<file path="src/rtl/cmp_pkg.sv">
package cmp_pkg;
  localparam int BYTE_W = 8;
  localparam int MODE_W = 4;
  localparam int ADDR_W = 2;

  localparam logic [ADDR_W-1:0] A_LO   = 2'd0;
  localparam logic [ADDR_W-1:0] A_HI   = 2'd1;
  localparam logic [ADDR_W-1:0] A_CTRL = 2'd2;
  localparam logic [ADDR_W-1:0] A_FCLR = 2'd3;

  localparam logic [MODE_W-1:0] M_HIGH = 4'b1000;
  localparam logic [MODE_W-1:0] M_LOW  = 4'b1001;
  localparam logic [MODE_W-1:0] M_SWI  = 4'b1010;
  localparam logic [MODE_W-1:0] M_TRIG = 4'b1011;

  localparam int DIR_BIT = 7;

  function automatic logic mode_active(input logic [MODE_W-1:0] m);
    return m[3:2] == 2'b10;
  endfunction
endpackage

</file>
<file path="src/rtl/cmp_regs.sv">
module cmp_regs
  import cmp_pkg::*;
#(
  parameter int NBYTES = 2,
  localparam int CW = NBYTES * BYTE_W
) (
  input  logic              clk,
  input  logic              rst,
  input  logic              wr_en,
  input  logic [ADDR_W-1:0] wr_addr,
  input  logic [BYTE_W-1:0] wr_data,
  output logic [CW-1:0]     cmp_val,
  output logic [MODE_W-1:0] mode,
  output logic              dir_in,
  output logic              ctrl_zero_wr,
  output logic              flag_clr_wr
);
  genvar gi;
  generate
    for (gi = 0; gi < NBYTES; gi++) begin : g_byte
      always_ff @(posedge clk) begin
        if (rst)
          cmp_val[gi*BYTE_W +: BYTE_W] <= '0;
        else if (wr_en && wr_addr == ADDR_W'(gi))
          cmp_val[gi*BYTE_W +: BYTE_W] <= wr_data;
      end
    end
  endgenerate

  always_ff @(posedge clk) begin
    if (rst) begin
      mode   <= '0;
      dir_in <= 1'b0;
    end else if (wr_en && wr_addr == A_CTRL) begin
      mode   <= wr_data[MODE_W-1:0];
      dir_in <= wr_data[DIR_BIT];
    end
  end

  always_comb begin
    ctrl_zero_wr = wr_en && wr_addr == A_CTRL && wr_data[MODE_W-1:0] == '0;
    flag_clr_wr  = wr_en && wr_addr == A_FCLR && wr_data[0];
  end
endmodule

</file>
<file path="src/rtl/cmp_detect.sv">
module cmp_detect
  import cmp_pkg::*;
#(
  parameter int CW = 16
) (
  input  logic              clk,
  input  logic              rst,
  input  logic [CW-1:0]     cmp_val,
  input  logic [CW-1:0]     tmr_count,
  input  logic [MODE_W-1:0] mode,
  output logic              hit_edge
);
  logic equal_now;
  logic equal_prev;

  always_comb begin
    equal_now = mode_active(mode) && (tmr_count == cmp_val);
    hit_edge  = equal_now && !equal_prev;
  end

  always_ff @(posedge clk) begin
    if (rst) equal_prev <= 1'b0;
    else     equal_prev <= equal_now;
  end

  assert_edge_once_R6: assert property (@(posedge clk) disable iff (rst)
    hit_edge |=> !hit_edge);
endmodule

</file>
<file path="src/rtl/cmp_action.sv">
module cmp_action
  import cmp_pkg::*;
(
  input  logic              clk,
  input  logic              rst,
  input  logic              hit_edge,
  input  logic [MODE_W-1:0] mode,
  input  logic              ctrl_zero_wr,
  input  logic              flag_clr_wr,
  output logic              latch_q,
  output logic              irq_flag,
  output logic              tmr_clear,
  output logic              adc_start
);
  always_ff @(posedge clk) begin
    if (rst) begin
      latch_q   <= 1'b0;
      irq_flag  <= 1'b0;
      tmr_clear <= 1'b0;
      adc_start <= 1'b0;
    end else begin
      if (hit_edge)         irq_flag <= 1'b1;
      else if (flag_clr_wr) irq_flag <= 1'b0;

      if (ctrl_zero_wr)                      latch_q <= 1'b0;
      else if (hit_edge && mode == M_HIGH)   latch_q <= 1'b1;
      else if (hit_edge && mode == M_LOW)    latch_q <= 1'b0;

      tmr_clear <= hit_edge && mode == M_TRIG;
      adc_start <= hit_edge && mode == M_TRIG;
    end
  end

  assert_flag_on_match_R2: assert property (@(posedge clk) disable iff (rst)
    hit_edge |=> irq_flag);
  assert_swi_keeps_latch_R3: assert property (@(posedge clk) disable iff (rst)
    (hit_edge && mode == M_SWI && !ctrl_zero_wr) |=> latch_q == $past(latch_q));
  assert_trig_pair_R4: assert property (@(posedge clk) disable iff (rst)
    tmr_clear |-> adc_start);
  assert_trig_single_R4: assert property (@(posedge clk) disable iff (rst)
    tmr_clear |=> !tmr_clear);
  assert_zero_ctrl_low_R5: assert property (@(posedge clk) disable iff (rst)
    ctrl_zero_wr |=> !latch_q);
endmodule

</file>
<file path="src/rtl/cmp_match_unit.sv">
module cmp_match_unit
  import cmp_pkg::*;
#(
  parameter int NBYTES = 2,
  localparam int CW = NBYTES * BYTE_W
) (
  input  logic              clk,
  input  logic              rst,
  input  logic              wr_en,
  input  logic [ADDR_W-1:0] wr_addr,
  input  logic [BYTE_W-1:0] wr_data,
  input  logic [CW-1:0]     tmr_count,
  output logic              tmr_clear,
  output logic              adc_start,
  output logic              pin_out,
  output logic              pin_oe,
  output logic              irq_flag
);
  logic [CW-1:0]     cmp_val;
  logic [MODE_W-1:0] mode;
  logic              dir_in;
  logic              ctrl_zero_wr;
  logic              flag_clr_wr;
  logic              hit_edge;
  logic              latch_q;

  cmp_regs #(.NBYTES(NBYTES)) u_regs (
    .clk(clk), .rst(rst), .wr_en(wr_en), .wr_addr(wr_addr), .wr_data(wr_data),
    .cmp_val(cmp_val), .mode(mode), .dir_in(dir_in),
    .ctrl_zero_wr(ctrl_zero_wr), .flag_clr_wr(flag_clr_wr)
  );

  cmp_detect #(.CW(CW)) u_detect (
    .clk(clk), .rst(rst), .cmp_val(cmp_val), .tmr_count(tmr_count),
    .mode(mode), .hit_edge(hit_edge)
  );

  cmp_action u_action (
    .clk(clk), .rst(rst), .hit_edge(hit_edge), .mode(mode),
    .ctrl_zero_wr(ctrl_zero_wr), .flag_clr_wr(flag_clr_wr),
    .latch_q(latch_q), .irq_flag(irq_flag),
    .tmr_clear(tmr_clear), .adc_start(adc_start)
  );

  always_comb begin
    pin_oe  = !dir_in;
    pin_out = latch_q && !dir_in;
  end

  assert_released_pin_R9: assert property (@(posedge clk) disable iff (rst)
    !pin_oe |-> !pin_out);
endmodule

</file>
<file path="config.mk">
export PLATFORM = sky130hd
export DESIGN_NAME = cmp_match_unit
export DESIGN_NICKNAME = d
export VERILOG_FILES = /design/src/rtl/cmp_pkg.sv /design/src/rtl/cmp_regs.sv /design/src/rtl/cmp_detect.sv /design/src/rtl/cmp_action.sv /design/src/rtl/cmp_match_unit.sv
export SDC_FILE = /design/constraint.sdc
export NUM_CORES = 1
export LEC_CHECK = 0
export ABC_AREA = 1
export ABC_CLOCK_PERIOD_IN_PS = 2080
export BUFFER_PORTS_ARGS = -buffer_cell sky130_fd_sc_hd__clkbuf_2
export CAP_MARGIN = 0
export CORE_ASPECT_RATIO = 1.1
export CORE_UTILIZATION = 55
export DETAILED_ROUTE_END_ITERATION = 16
export GPL_ROUTABILITY_DRIVEN = 0
export GPL_TIMING_DRIVEN = 0
export PLACE_DENSITY = 0.83
export SYNTH_ARGS = -nofsm -noshare
export SYNTH_HDL_FRONTEND = slang
export SYNTH_SLANG_ARGS = --single-unit
</file>
<file path="constraint.sdc">
create_clock -name clk -period 2.08 [get_ports clk]
set_input_delay 0.416 -clock clk [delete_from_list [all_inputs] [get_ports clk]]
set_output_delay 0.416 -clock clk [all_outputs]
set_load 0.02 [all_outputs]
</file>
# After elaboration in Yosys (flattened, before gate mapping)
# Index checks and enable logic that the tools add are counted.
# classes
eq_ne	8
n_mux	4
n_reduce_logical	19
# op_table
op	n
16-bit equality test	1
4-bit equality test, second input constant	3
1-bit logical AND	12
2-bit equality test, second input constant	3
4-bit logical NOT	1
1-bit 2-to-1 mux	4
2-bit nonzero test	2
2-bit by 1-bit equality test with 1-bit output, second input constant	1
1-bit logical NOT	2
2-bit logical NOT	1
2-bit OR reduction	1
# totals
regBits	25
inputBits	29
out_inout_bits	5
wordCells	39

# Depth between registers and ports, before layout
# Gate-level depths: netlist of the first run.
# logic_depth
ltp_word	6
ltp_mapped	11
ltp_nobuf	11

# Hierarchy
# Synthesis of the first run repeated with hierarchy kept, for this count alone.
# unflattened
hier_cells	246
area_unflattened_um2	1486.4
# by_module_without_submodules
module	instances	cells_per_inst	area_per_inst_um2	seq_area_each_um2
cmp_regs	1	143	970.9	420.4
cmp_detect	1	82	345.3	20.0
cmp_action	1	18	156.4	60.1
cmp_match_unit	1	3	13.8	0.0

# Worst setup path after synthesis of the first run
# Ideal clock, no wire load.
# synth_path
path_type	input to register
from	in wr_en
to	reg u_regs.cmp_val[1]
setup_ps	120
t_arrival_ps	1066
t_required_ps	1960
slack_ps	894
cell_stages	6
path_buffers	1
cell_sequence	inv_1 > nor3_2 > inv_2 > buf_2 > o21ai_1 > a21oi_1
# synth_via
elab_chain_len	1
# synth_lines
item	line	text
start: declaration	cmp_match_unit.sv:9	input logic wr_en,
1-bit logical AND	cmp_regs.sv:24	else if (wr_en && wr_addr == ADDR_W'(gi))
end signal: indexed assignment	cmp_regs.sv:25	cmp_val[gi*BYTE_W +: BYTE_W] <= wr_data;
end: declaration	cmp_regs.sv:12	output logic [CW-1:0] cmp_val,
# No other way between the ends.
# A chain may end at the register's enable or synchronous reset.

# Worst setup path after layout of the first run
# layout_path
from	reg u_action.latch_q
to	out pin_out
# layout_via
elab_chain_len	1
# layout_lines
item	line	text
start: declaration	cmp_action.sv:10	output logic latch_q,
start signal: assignment	cmp_action.sv:17	latch_q <= 1'b0;
start signal: assignment	cmp_action.sv:25	if (ctrl_zero_wr) latch_q <= 1'b0;
start signal: assignment	cmp_action.sv:26	else if (hit_edge && mode == M_HIGH) latch_q <= 1'b1;
1-bit logical AND	cmp_match_unit.sv:47	pin_out = latch_q && !dir_in;
end: declaration	cmp_match_unit.sv:15	output logic pin_out,
# No other way between the ends.

==> results of run 1 <==
==> per-stage QoR <==
stage / hold slack, ps / power (W) / setup WS, ps
after floorplan: 436 / 0.000619 / 894
after global placement: 446 / 0.000677 / 571
after detailed placement: 453 / 0.000681 / 582
after CTS: 307 / 0.000882 / 716
after global routing: 312 / 0.000929 / 562
final: 315 / 0.000881 / 724
==> area by class of cell <==
| cell class | instances | area [µm²] | area share |
|---|---|---|---|
| timing repair buffer | 33 | 165 | 0.107 |
| buffer | 4 | 20.0 | 0.0130 |
| multi-input combinational | 137 | 654 | 0.425 |
| inverter | 36 | 135 | 0.0878 |
| tap | 30 | 37.5 | 0.0244 |
| sequential | 25 | 500 | 0.325 |
| clock buffer | 4 | 26.3 | 0.0171 |
==> logic make-up after synthesis <==
kind of cell,count (synthesis),synth area share
xor+xnor,6,0.0401
compound gates,42,0.165
simple gates,89,0.294
flops,25,0.382
buf+inv,40,0.118
==> cells in the final DEF, fill, tap and decap left out <==
master,count
nor3_2,1
nand2_1,47
clkbuf_2,33
nor3_4,1
nor3_1,3
nor2_1,24
o21ai_0,16
buf_2,1
inv_2,10
a21oi_1,18
clkbuf_1,3
xnor2_1,5
o21ai_1,6
nor2_2,3
buf_4,1
o211ai_1,1
nand4_1,6
inv_1,26
xor2_1,1
nand3_1,3
clkbuf_4,3
o21ai_2,1
nor4_1,1
dfxtp_1,25
==> layer usage <==
| metal | global-route usage | routed length (µm) | part of all wire | vias up |
|---|---|---|---|---|
| met5 | 0 | 0 | 0 | - |
| met3 | 0.0460 | 170 | 0.061 | 6 |
| met1 | 0.305 | 1300 | 0.46 | 593 |
| li1 | - | - | - | 713 |
| met4 | 0.0735 | 36 | 0.013 | 0 |
| met2 | 0.418 | 1300 | 0.46 | 47 |
==> worst min path at each step <==
stage                  startpoint                  end  slack (ps)
3_3_place_gp    u_regs.cmp_val[4]    u_regs.cmp_val[4]         450
6_report                      rst    u_action.irq_flag         310
4_1_cts                       rst  u_detect.equal_prev         310
2_1_floorplan  u_regs.cmp_val[13]   u_regs.cmp_val[13]         440
5_1_grt                       rst  u_detect.equal_prev         310
3_5_place_dp    u_regs.cmp_val[4]    u_regs.cmp_val[4]         450
==> worst max-delay path, delay by kind of cell (launching register included) <==
| kind | cells | cell delay (ps) |
|---|---|---|
| buffers and inverters | 2 | 220 |
| and+or+nand+nor | 1 | 70 |
| DFF | 1 | 350 |
==> state kept, by name, summed over array words and instances, names as in the netlist <==
name                 count
u_regs.cmp_val          16
u_detect.equal_prev      1
u_regs.mode              4
u_action.latch_q         1
u_action.tmr_clear       1
u_action.irq_flag        1
u_regs.dir_in            1
==> power breakdown <==
part	internal [W]	switching (W)	total, W
Combinational	0.0000637	0.0000948	0.000158
Sequential	0.000500	0.0000131	0.000513
Clock	0.0000747	0.000134	0.000209
==> summary.txt, run 1 <==
Floorplan
  • Die area: 2580 µm²
  • Core area: 2250 µm²
  • Std cell rows: 18
  • Die Width: 48.5 µm
  • Initial Util: 0.582
  • Die Height: 53.2 µm
  • # IOs: 34

Run status
  • Status: complete, no violations

Finish
  • Layout cells sized above 1: 0.226
  • Fin cells: 269
  • Net count, final: 269
  • Design area: 1540 µm²
  • Fill cells: 205
  • ANT cells: 0
  • Layout Utilization: 0.683
  • Area grow syn2layout: 17.5%

Logic synthesis
  • Synth cell types: 22
  • Synth top area cells: dfxtp_1 38%, nand2_1 13%, inv_1 7.4%
  • FF+latch count, synth: 25
  • Most common cell in the netlist: nand2_1
  • Top FF cell, synth: dfxtp_1
  • Syn Area/Cell: 6.49 µm²
  • Yosys Warn Count: 0
  • Post-synth EDFFs: 0
  • Mapped Nets: 231
  • Top-area cell type share of the netlist area: 0.382
  • Post-synth top area cell: dfxtp_1
  • Synth Instances: 202
  • Seq/Total Area, Yosys: 0.382
  • Most instantiated cells after synthesis: 47 x nand2_1, 26 x inv_1, 25 x dfxtp_1
  • Post-synthesis async set-or-reset flop share: 0
  • Post-Syn Area: 1310 µm²

STA
  • Min Tclk post-route: 1360 ps
  • Fmax achieved: 737 MHz
  • Final slew viol count: 0
  • Final Hold Violating Endpoints: 0
  • Worst-Margin Slew: 441 ps
  • Final setup TNS: 0 ps
  • Setup-failing EPs final: 0
  • Fin crit share: 0.652
  • Clock skew: 8.53 ps
  • Worst relative slew slack: 0.703
  • RSZ-0062 raised after global routing: no

Detailed routing
  • TritonRoute pass-1 iters: 4
  • DRC: 0
  • Vias per cell: 5.05
  • Wire length per cell: 10.4 µm
  • Post-DRT Antenna Nets: 0
  • DR vias: 1359
  • 1st-iter DRT viols: 39
  • WL final: 2810 µm

Pwr
  • Leak: 0.739 nW
  • Power Density: 572 nW/µm²
  • Max IR drop VDD: 0.400 mV

Clock network
  • Clock sink count: 25
  • Setup Buffers After CTS: 0
  • Cts hold-fix bufs: 0
  • Gates resized, CTS repair: 0
  • Number of buffers created by CTS: 3
  • Clock Latency Late Sink: 310 ps
  • Register clock-pin slew on the reported worst setup and hold paths: 120 ps
  • H-tree levels: 1
  • CTS root buffer: clkbuf_4
  • CTS tree: yes
  • Max Buffers Root-to-Sink: 2

Critical path
  • CP Max Fanout: 2
  • CP startpoint kind: flop
  • RR Endpoint: u_action.latch_q
  • Reg2reg start: u_regs.mode[3]
  • Critical Path Sink: pin_out
  • Worst Setup SP: u_action.latch_q
  • Reg2reg path depth: 11
  • CP cell instances: inv_1 -> nor2_1 -> clkbuf_2
  • CP max stage delay: 350 ps
  • Crit-path slowest cell: dfxtp_1
  • Critical path capture point type: primary output
  • FF-to-FF setup slack: 730 ps
  • Setup CP Type: flop to primary output
  • Crit path arrival time: 940 ps
  • WP data required: 1660 ps

Min path
  • Hold Crit Depth: 2
  • HP Class: primary input to flop

Global route
  • Initial antenna violation count: 0
  • Total gr overflow: 0
  • Largest net degree at the start of global routing: 14
  • First-pass GRT wire length: 4710 µm
  • Vias in the first global route: 1178
  • GR Util All Layers: 0.241

Placement
  • PortBufs: 33
  • Dpl hpwl: 2320 µm
  • DP Cell Count: 265
  • Placed cell area: 1510 µm²

Flow run
  • Max-cap violations: 0
(Power assumes the default switching activity.)
==> run 2: changes to the inputs <==
Settings changed: ABC_AREA 1 to 0, ABC_CLOCK_PERIOD_IN_PS 2080 to 1260, CORE_UTILIZATION 55 to 50, PLACE_DENSITY 0.83 to 0.77.
Clock period 2.08 ns to 1.26 ns, I/O delays scaled along.
==> summary.txt, run 2 <==
Finish
  • Layout cells sized above 1: 0.315
  • Fill cells: 214
  • Biggest register: u_regs.cmp_val
  • Commonest non-fill, non-tap cell in the layout: clkbuf_2
  • Top flop regs: u_regs.cmp_val (16), u_regs.mode (4)
  • Fin cells: 192
  • ANT cells: 0
  • Area grow syn2layout: 20.5%
  • Most frequent cells in the layout: 32 x clkbuf_2, 24 x nor2_1, 23 x dfxtp_1
  • Max FFs per register: 16
  • Net count, final: 192
  • Register area: 503 µm²
  • Multi-input gate area: 684 µm²

Clock network
  • CTS tree: yes
  • Clock sink count: 25
  • Number of buffers created by CTS: 3
  • Register clock-pin slew on the reported worst setup and hold paths: 130 ps
  • H-tree levels: 1
  • CTS root buffer: clkbuf_4
  • Max Buffers Root-to-Sink: 2
  • Clock Latency Late Sink: 320 ps

Pwr
  • Logic pwr share: 0.149
  • Sequential power share: 0.592
  • Internal Pwr Total: 0.00104 W
  • Power Density: 953 nW/µm²
  • Switching power: 0.000365 W
  • Clk network pwr share: 0.259
  • Leak: 0.675 nW
  • Power consumption: 0.00140 W
  • Max IR drop VDD: 0.784 mV
  • Sw Share: 0.260

Floorplan
  • Die Width: 49.1 µm
  • Std cell rows: 18
  • Core area: 2270 µm²
  • Die Height: 53.8 µm
  • Initial Util: 0.537
  • Die area: 2640 µm²
  • # IOs: 34

Detailed routing
  • Wire length per cell: 12.6 µm
  • Post-DRT Antenna Nets: 0
  • DR vias: 967
  • WL final: 2430 µm
  • DRC: 0
  • 1st-iter DRT viols: 9
  • Vias per cell: 5.04
  • TritonRoute pass-1 iters: 5

Logic synthesis
  • Synth Instances: 125
  • Most instantiated cells after synthesis: 25 x dfxtp_1, 25 x nor2_1, 20 x mux2i_1
  • Syn Area/Cell: 9.77 µm²
  • Yosys Warn Count: 0
  • Post-synth top area cell: dfxtp_1
  • Synth top area cells: dfxtp_1 41%, mux2i_1 16%, nor2_1 7.7%
  • Seq/Total Area, Yosys: 0.410
  • Top-area cell type share of the netlist area: 0.410
  • FF+latch count, synth: 25
  • Top FF cell, synth: dfxtp_1
  • Mapped Nets: 154
  • Post-synth EDFFs: 0
  • Post-synthesis async set-or-reset flop share: 0
  • Synth cell types: 32
  • Post-Syn Area: 1220 µm²

Global route
  • Met3 global-route usage: 0.0254
  • Global Route met2 Usage: 0.361
  • First-pass GRT wire length: 3970 µm
  • GR Util All Layers: 0.204
  • Global routing usage on met1: 0.251
  • Initial antenna violation count: 0
  • Vias in the first global route: 904
  • GRT busiest layer: met2
  • Largest net degree at the start of global routing: 14
  • Total gr overflow: 0

Critical path
  • Worst path bufs/invs: 0
  • CP max stage delay: 560 ps
  • Reg2reg start: u_regs.cmp_val[2]
  • CP Max Fanout: 3
  • RR Endpoint: u_action.latch_q
  • CP startpoint kind: flop
  • Critical path capture point type: flop
  • Reg2reg path depth: 5
  • Setup CP Type: flop to flop
  • Crit path arrival time: 1850 ps
  • Delay-heaviest family, CP: simple AND/OR/NAND/NOR gates
  • Crit-path slowest cell: or4_4
  • CP cell instances: nor2b_1 -> or4_4 -> nor4_4 -> nand4b_1 -> a211oi_2
  • FF-to-FF setup slack: -340 ps
  • WP data required: 1510 ps

Min path
  • Hold Path Origin: wr_data[4]
  • Hold Crit Depth: 3
  • Hold Crit Endpoint: u_regs.cmp_val[4]
  • HP Class: primary input to flop

Placement
  • PortBufs: 32
  • Dpl hpwl: 1890 µm
  • DP Cell Count: 187

STA
  • Fin crit share: 1.27
  • Setup-failing EPs final: 4
  • Setup ws final: -339 ps
  • Final slew viol count: 0
  • Final Hold Violating Endpoints: 0
  • Clock skew: 3.29 ps
  • Worst relative slew slack: 0.587
  • Fmax achieved: 625 MHz
  • Min Tclk post-route: 1600 ps
  • Worst-Margin Slew: 620 ps
  • RSZ-0062 raised after global routing: yes

Run status
  • Status: finished, violations left
  • Violated checks: setup timing

Flow run
  • Max-cap violations: 0
## run 2: cell count changes after synthesis, sizes merged, moves of 3 or more
cell | before | now
nor2b | 0 | 6
nand2 | 47 | 2
o21ai | 23 | 0
a21oi | 18 | 2
inv | 36 | 5
mux2i | 0 | 20
nor3 | 5 | 2
xor2 | 1 | 5
nand4 | 6 | 2
## run 2: kinds of logic after synthesis
| family | synth area share |
|---|---|
| and+or+nand+nor | 0.260 |
| muxes | 0.164 |
| buffers and inverters | 0.0400 |
| DFF | 0.410 |
| xor gates and xnor gates | 0.0717 |
| AOI/OAI and AO/OA | 0.0543 |
## run 2: timing repair
item	4_1_cts	5_1_grt
buffers inserted	1	0
setup endpoints to repair	4	8
pin swaps	0	1
hold buffers	0	0
resized for setup	2	5
cloned	0	0
## run 2: layout make-up
type / count / area share
Buffer: 6 / 0.0187
Tap cell: 30 / 0.0255
Multi-Input combinational cell: 88 / 0.465
Timing Repair Buffer: 33 / 0.116
Inverter: 6 / 0.0153
Clock buffer: 4 / 0.0179
Sequential cell: 25 / 0.342
## run 2: worst max path at each step
stage	from	end	slack, ps	depth (start not counted)
floorplan	tmr_count[2]	u_action.latch_q	-170	5
global placement	tmr_count[2]	u_action.latch_q	-340	6
detailed placement	tmr_count[2]	u_action.latch_q	-410	6
CTS	u_regs.cmp_val[2]	u_action.latch_q	-350	5
global route	u_regs.cmp_val[2]	u_action.irq_flag	-420	5
finish	u_regs.cmp_val[2]	u_action.latch_q	-340	5
## run 2: through the flow
stage	setup WS [ps]	setup TNS [ps]	utilization	hold slack (ps)	area, µm²
3_5_place_dp	-408	-4300	0.626	467	1420
2_1_floorplan	-173	-423	-	391	1230
6_report	-339	-1180	0.647	171	1470
5_1_grt	-417	-1570	0.647	169	1470
4_1_cts	-346	-1210	0.644	165	1460
3_3_place_gp	-339	-3540	0.626	444	1420
## run 2: worst register-to-register path, cell delays in order, from the launching register on
cell      delay [ps]
dfxtp_2          370
nor2b_1           50
or4_4            560
nor4_4           200
nand4b_1         160
a211oi_2         200
## run 2: routing by layer
metal | vias up | wire (µm)
li1 | 502 | -
met1 | 438 | 1130
met2 | 23 | 1180
met3 | 4 | 86
met4 | 0 | 28
met5 | - | 0
## run 2: power groups by stage
stage                     logic, W  registers, W  clock network (W)
after global routing      0.000231      0.000833           0.000410
after CTS                 0.000211      0.000830           0.000377
after detailed placement  0.000206      0.000847                  0
final                     0.000209      0.000830           0.000363
after floorplan           0.000128      0.000843                  0
after global placement    0.000201      0.000846                  0
